===== src/rtl/irq_agg_pkg.sv =====
package irq_agg_pkg;
  localparam int unsigned AW   = 4;
  localparam int unsigned NGRP = 4;
  localparam int unsigned NRC  = 4;

  localparam logic [AW-1:0] A_PROT_FLG = 4'h0;
  localparam logic [AW-1:0] A_PROT_EN  = 4'h1;
  localparam logic [AW-1:0] A_CHI_FLG  = 4'h2;
  localparam logic [AW-1:0] A_CHI_EN   = 4'h3;
  localparam logic [AW-1:0] A_RXB_FLG  = 4'h4;
  localparam logic [AW-1:0] A_RXB_EN   = 4'h5;
  localparam logic [AW-1:0] A_TXB_FLG  = 4'h6;
  localparam logic [AW-1:0] A_TXB_EN   = 4'h7;
  localparam logic [AW-1:0] A_GRP_CTL  = 4'h8;
  localparam logic [AW-1:0] A_SUMMARY  = 4'h9;
  localparam logic [AW-1:0] A_RCAUSE   = 4'hA;
endpackage


===== src/rtl/irq_flag_bank.sv =====
module irq_flag_bank #(
  parameter int unsigned W = 8
) (
  input  logic         clk,
  input  logic         rst,
  input  logic [W-1:0] evt,
  input  logic         flg_wr,
  input  logic         en_wr,
  input  logic [W-1:0] wval,
  output logic [W-1:0] flags,
  output logic [W-1:0] en,
  output logic         pend
);
  logic [W-1:0] clr_mask;

  assign clr_mask = flg_wr ? wval : '0;

  // hardware set dominates host clear
  always_ff @(posedge clk) begin
    if (rst) begin
      flags <= '0;
      en    <= '0;
    end else begin
      flags <= (flags & ~clr_mask) | evt;
      if (en_wr) en <= wval;
    end
  end

  assign pend = |(flags & en);
endmodule


===== src/rtl/irq_pin_drv.sv =====
module irq_pin_drv (
  input  logic clk,
  input  logic rst,
  input  logic req,
  input  logic hold,
  output logic irq_n
);
  always_ff @(posedge clk) begin
    if (rst) irq_n <= 1'b1;
    else     irq_n <= ~(req | hold);
  end
endmodule


===== src/rtl/irq_aggregator.sv =====
module irq_aggregator
  import irq_agg_pkg::*;
#(
  parameter int unsigned N_PROT = 8,
  parameter int unsigned N_CHI  = 4,
  parameter int unsigned N_RXB  = 8,
  parameter int unsigned N_TXB  = 8,
  parameter int unsigned DW     = 8
) (
  input  logic              clk,
  input  logic              rst,
  input  logic [N_PROT-1:0] prot_evt,
  input  logic [N_CHI-1:0]  chi_evt,
  input  logic [N_RXB-1:0]  rxb_upd,
  input  logic [N_TXB-1:0]  txb_upd,
  input  logic [NRC-1:0]    rcause_evt,
  input  logic              wr_en,
  input  logic [AW-1:0]     addr,
  input  logic [DW-1:0]     wdata,
  output logic [DW-1:0]     rdata,
  output logic [NGRP-1:0]   grp_req,
  output logic              mod_req,
  output logic              irq_n
);
  localparam int unsigned CTLW = NGRP + 1;

  logic [N_PROT-1:0] prot_flags, prot_en;
  logic [N_CHI-1:0]  chi_flags, chi_en;
  logic [N_RXB-1:0]  rxb_flags, rxb_en;
  logic [N_TXB-1:0]  txb_flags, txb_en;
  logic [NGRP-1:0]   grp_pend;
  logic [CTLW-1:0]   grp_ctl;
  logic [NRC-1:0]    rc_flags;
  logic [DW-1:0]     rd_mux;

  function automatic logic hit(input logic [AW-1:0] a, input logic [AW-1:0] sel);
    return a == sel;
  endfunction

  irq_flag_bank #(.W(N_PROT)) u_prot (
    .clk(clk), .rst(rst), .evt(prot_evt),
    .flg_wr(wr_en && hit(addr, A_PROT_FLG)), .en_wr(wr_en && hit(addr, A_PROT_EN)),
    .wval(wdata[N_PROT-1:0]), .flags(prot_flags), .en(prot_en), .pend(grp_pend[0]));

  irq_flag_bank #(.W(N_CHI)) u_chi (
    .clk(clk), .rst(rst), .evt(chi_evt),
    .flg_wr(wr_en && hit(addr, A_CHI_FLG)), .en_wr(wr_en && hit(addr, A_CHI_EN)),
    .wval(wdata[N_CHI-1:0]), .flags(chi_flags), .en(chi_en), .pend(grp_pend[1]));

  irq_flag_bank #(.W(N_RXB)) u_rxb (
    .clk(clk), .rst(rst), .evt(rxb_upd),
    .flg_wr(wr_en && hit(addr, A_RXB_FLG)), .en_wr(wr_en && hit(addr, A_RXB_EN)),
    .wval(wdata[N_RXB-1:0]), .flags(rxb_flags), .en(rxb_en), .pend(grp_pend[2]));

  irq_flag_bank #(.W(N_TXB)) u_txb (
    .clk(clk), .rst(rst), .evt(txb_upd),
    .flg_wr(wr_en && hit(addr, A_TXB_FLG)), .en_wr(wr_en && hit(addr, A_TXB_EN)),
    .wval(wdata[N_TXB-1:0]), .flags(txb_flags), .en(txb_en), .pend(grp_pend[3]));

  always_ff @(posedge clk) begin
    if (rst) begin
      grp_ctl  <= '0;
      rc_flags <= '0;
    end else begin
      if (wr_en && hit(addr, A_GRP_CTL)) grp_ctl <= wdata[CTLW-1:0];
      rc_flags <= (rc_flags & ~((wr_en && hit(addr, A_RCAUSE)) ? wdata[NRC-1:0] : '0))
                | rcause_evt;
    end
  end

  genvar g;
  generate
    for (g = 0; g < NGRP; g++) begin : g_gate
      assign grp_req[g] = grp_pend[g] & grp_ctl[g];
    end
  endgenerate

  assign mod_req = (|grp_req) & grp_ctl[NGRP];

  irq_pin_drv u_pin (
    .clk(clk), .rst(rst), .req(mod_req), .hold(|rc_flags), .irq_n(irq_n));

  always_comb begin
    rd_mux = '0;
    case (addr)
      A_PROT_FLG: rd_mux[N_PROT-1:0] = prot_flags;
      A_PROT_EN:  rd_mux[N_PROT-1:0] = prot_en;
      A_CHI_FLG:  rd_mux[N_CHI-1:0]  = chi_flags;
      A_CHI_EN:   rd_mux[N_CHI-1:0]  = chi_en;
      A_RXB_FLG:  rd_mux[N_RXB-1:0]  = rxb_flags;
      A_RXB_EN:   rd_mux[N_RXB-1:0]  = rxb_en;
      A_TXB_FLG:  rd_mux[N_TXB-1:0]  = txb_flags;
      A_TXB_EN:   rd_mux[N_TXB-1:0]  = txb_en;
      A_GRP_CTL:  rd_mux[CTLW-1:0]   = grp_ctl;
      A_SUMMARY: begin
        rd_mux[NGRP-1:0] = grp_req;
        rd_mux[NGRP]     = mod_req;
        rd_mux[NGRP+1]   = |rxb_flags;
        rd_mux[NGRP+2]   = |txb_flags;
      end
      A_RCAUSE:   rd_mux[NRC-1:0]    = rc_flags;
      default:    rd_mux = '0;
    endcase
  end

  always_ff @(posedge clk) begin
    if (rst) rdata <= '0;
    else     rdata <= rd_mux;
  end
endmodule


===== config.mk =====
export PLATFORM = sky130hd
export DESIGN_NAME = irq_aggregator
export DESIGN_NICKNAME = d
export VERILOG_FILES = /design/src/rtl/irq_agg_pkg.sv /design/src/rtl/irq_flag_bank.sv /design/src/rtl/irq_pin_drv.sv /design/src/rtl/irq_aggregator.sv
export SDC_FILE = /design/constraint.sdc
export NUM_CORES = 1
export LEC_CHECK = 0
export ABC_CLOCK_PERIOD_IN_PS = 3550
export BUFFER_PORTS_ARGS = -buffer_cell sky130_fd_sc_hd__buf_2
export CORE_ASPECT_RATIO = 0.5
export CORE_MARGIN = 3
export CORE_UTILIZATION = 35
export DETAILED_ROUTE_END_ITERATION = 10
export PLACE_DENSITY = 0.54
export SLEW_MARGIN = 20
export SYNTH_ARGS = -nofsm -noshare
export SYNTH_HDL_FRONTEND = slang
export SYNTH_HIERARCHICAL = 1
export SYNTH_SLANG_ARGS = --single-unit

===== constraint.sdc =====
create_clock -name clk -period 3.55 [get_ports clk]
set_clock_uncertainty 0.15 [all_clocks]
set_input_delay 0.1775 -clock clk [delete_from_list [all_inputs] [get_ports clk]]
set_output_delay 0.1775 -clock clk [all_outputs]
set_load 0.05 [all_outputs]

==> impl_results.md <==
- Run status: finished clean
- # port buffers: 60
- VDD IR max: 0.000159 V
- Synth top area share: 40.2%
- CTS tree: built
- Sequential Power Share: 45.1%
- Commonest cells after routing, fill and taps aside: dfxtp_1, buf_2, nor2_1, mux2i_1, dlygate4sd3_1
- H-tree depth: 3
- Net count, final: 513
- Final ANT Viol Nets: 0
- DRC: 0
- Hold Crit Class: in2reg
- Relative slew slack: 38.0%
- Period Utilization, post-route: 69.4%
- Number of setup violations in the final report: 0
- Synth Instances: 388
- Post-Synthesis Mean Instance Area: 9.50 um^2
- Synth Flop Type: dfxtp_1
- Largest net degree at the start of global routing: 45
- Clock buffer depth: 2
- I/O pins: 61
- Net Count, Synth: 435
- Clock power share: 43.1%
- Placer's final routability congestion estimate: 0.929
- Area added between synthesis and finish: 24.3%
- Clock transition at path regs: 0.05 ns
- Starting density of the core: 37.5%
- Sink Count: 74
- Setup Slack @ Placement: 0.948 ns
- Power Internal: 1.50 mW
- Total gr overflow: 0
- Post-DP HPWL: 8200 um
- TritonCTS Buffers: 9
- Routed vias/inst: 5.47
- # diodes: 0
- Initial antenna violation count: 0
- Max Freq: 406 MHz
- CP Launch Type: flop
- Util after Layout: 46.6%
- Arrival @ worst endpoint: 2.14 ns
- Share of layout cells above drive strength 1: 22.7%
- Net switching share of the total power: 24.6%
- Core area: 9820 um^2
- Synthesized cell area: 3680 um^2
- Total Power: 2.00 mW
- Via count: 3317
- All-Layer GR Usage: 20.0%
- # resized after CTS: 0
- Final worst slack: 1.09 ns
- Max_cap viols: 0
- Final WL: 11600 um
- Yosys warning total: 6
- 1st-iter DRT viols: 352
- Worst-Margin Slew: 0.922 ns
- Critical Path End Type: output port
- PwrDens: 436 nW/um^2
- Switching power: 0.491 mW
- Setup bufs post-CTS: 0
- RSZ-0062 raised after global routing: false
- Worst-Skew Late Latency: 0.33 ns
- Final Hold Fails: 0
- Lkg Pwr: 1.75 nW
- Site Rows: 25
- First-pass GRT wire length: 17800 um
- Total die area: 11900 um^2
- Clock root cell: clkbuf_16
- Post-synth EDFFs: 0
- Cell taking the most area after synthesis: dfxtp_1
- CP max FO: 4
- Die W: 151 um
- Wirelength per Cell: 19.2 um
- Comb power frac: 11.8%
- Dpl cell area: 3980 um^2
- CP required: 3.22 ns
- Vias in the first global route: 3032
- Final min period: 2.46 ns
- Drt first pass iters: 5
- Setup_tns: 0 ns
- Die H: 78.6 um
- Commonest non-fill, non-tap cell in the layout: dfxtp_1
- Design area: 4580 um^2
- Register area share after synthesis: 40.2%
- Critical path class: reg2out
- Synth area leaders: dfxtp_1, mux2i_1, o21ba_2
- Ys async rst share: 0%
- Synth cell types: 47
- Yosys reg bits: 74
- Final Max Tran Viols: 0
==> registers in the layout, indices dropped and copies added (netlist names) <==
register and cells:
rdata 8, u_prot/en 8, u_prot/flags 8, u_rxb/en 8, u_rxb/flags 8, u_txb/en 8, u_txb/flags 8, grp_ctl 5
rc_flags 4, u_chi/en 4, u_chi/flags 4, u_pin/irq_n 1
==> final cells by class <==
class	instances	area [um^2]
multi-input combinational	282	1990
sequential	74	1480
clock inverter	2	10.0
timing repair buffer	93	628
tap	135	169
inverter	6	22.5
fill	992	5240
clock buffer	14	274
==> repair_timing <==
item	4_1_cts	5_1_grt
hold endpoints to repair	32	0
hold buffers	32	0
endpoints found under the setup margin	0	0
==> per-layer routing <==
layer	up-vias	routed length, um	track usage [%]
met3	11	833	5.88
met5	-	0	0
met4	0	125	4.70
li1	1584	-	-
met2	120	4650	27.2
met1	1602	6000	30.3
==> final timing paths <==
kind | slack [ns] | cells past startpoint | startpoint | endpoint
max | 1.09 | 5 | u_rxb/flags[5] | mod_req
min | 0.07 | 3 | wdata[6] | u_rxb/en[6]
max reg2reg | 1.36 | 6 | u_rxb/flags[5] | rdata[4]
min reg2reg | 0.36 | 2 | rc_flags[3] | rc_flags[3]
==> stage by stage <==
step / hold WS, ns / instances
2_1_floorplan: 0.134 / 388
3_3_place_gp: 0.238 / 558
3_5_place_dp: 0.247 / 558
4_1_cts: 0.0605 / 606
5_1_grt: 0.0761 / 606
6_report: 0.0729 / 606
==> cells in the mapped netlist (all sizes together) (2+ instances only) <==
cell type / n
and2: 6
nor3b: 5
nor4: 8
a21oi: 11
nor2: 53
and3: 3
mux2: 5
nand3: 12
nand3b: 5
mux2i: 41
nor2b: 5
buf: 19
a22oi: 17
a311oi: 5
nand4: 3
clkbuf: 7
o41a: 3
nor3: 3
dfxtp: 74
nand2: 11
a31oi: 3
o21ai: 4
o2bb2ai: 2
inv: 6
o31a: 2
a32oi: 5
o21a: 3
a21boi: 24
nand2b: 7
o21ba: 24
==> power groups by stage <==
stage	Sequential, mW	Clock [mW]	Combinational [mW]
final	0.900	0.860	0.236
after global routing	0.903	0.915	0.259
after CTS	0.899	0.875	0.235
after detailed placement	0.917	0	0.207
after global placement	0.916	0	0.207
after floorplan	0.913	0	0.132
==> critical path, cell delays in order, from the launching register on <==
cell	delay, ns
dfxtp_1	0.34
a22oi_1	0.22
nand4_1	0.21
and2_1	0.28
o41a_1	0.51
buf_2	0.25
==> cell families (layout without fill, tap and decap cells) <==
family / count (synthesis) / count (layout) / share of synthesized area (%)
AOI/OAI and AO/OA: 110 / 110 / 23.9
buffers and inverters: 32 / 115 / 5.67
DFF: 74 / 74 / 40.2
muxes: 47 / 47 / 13.3
and+or+nand+nor: 125 / 125 / 16.9
Power figures use the tool's default switching activity.
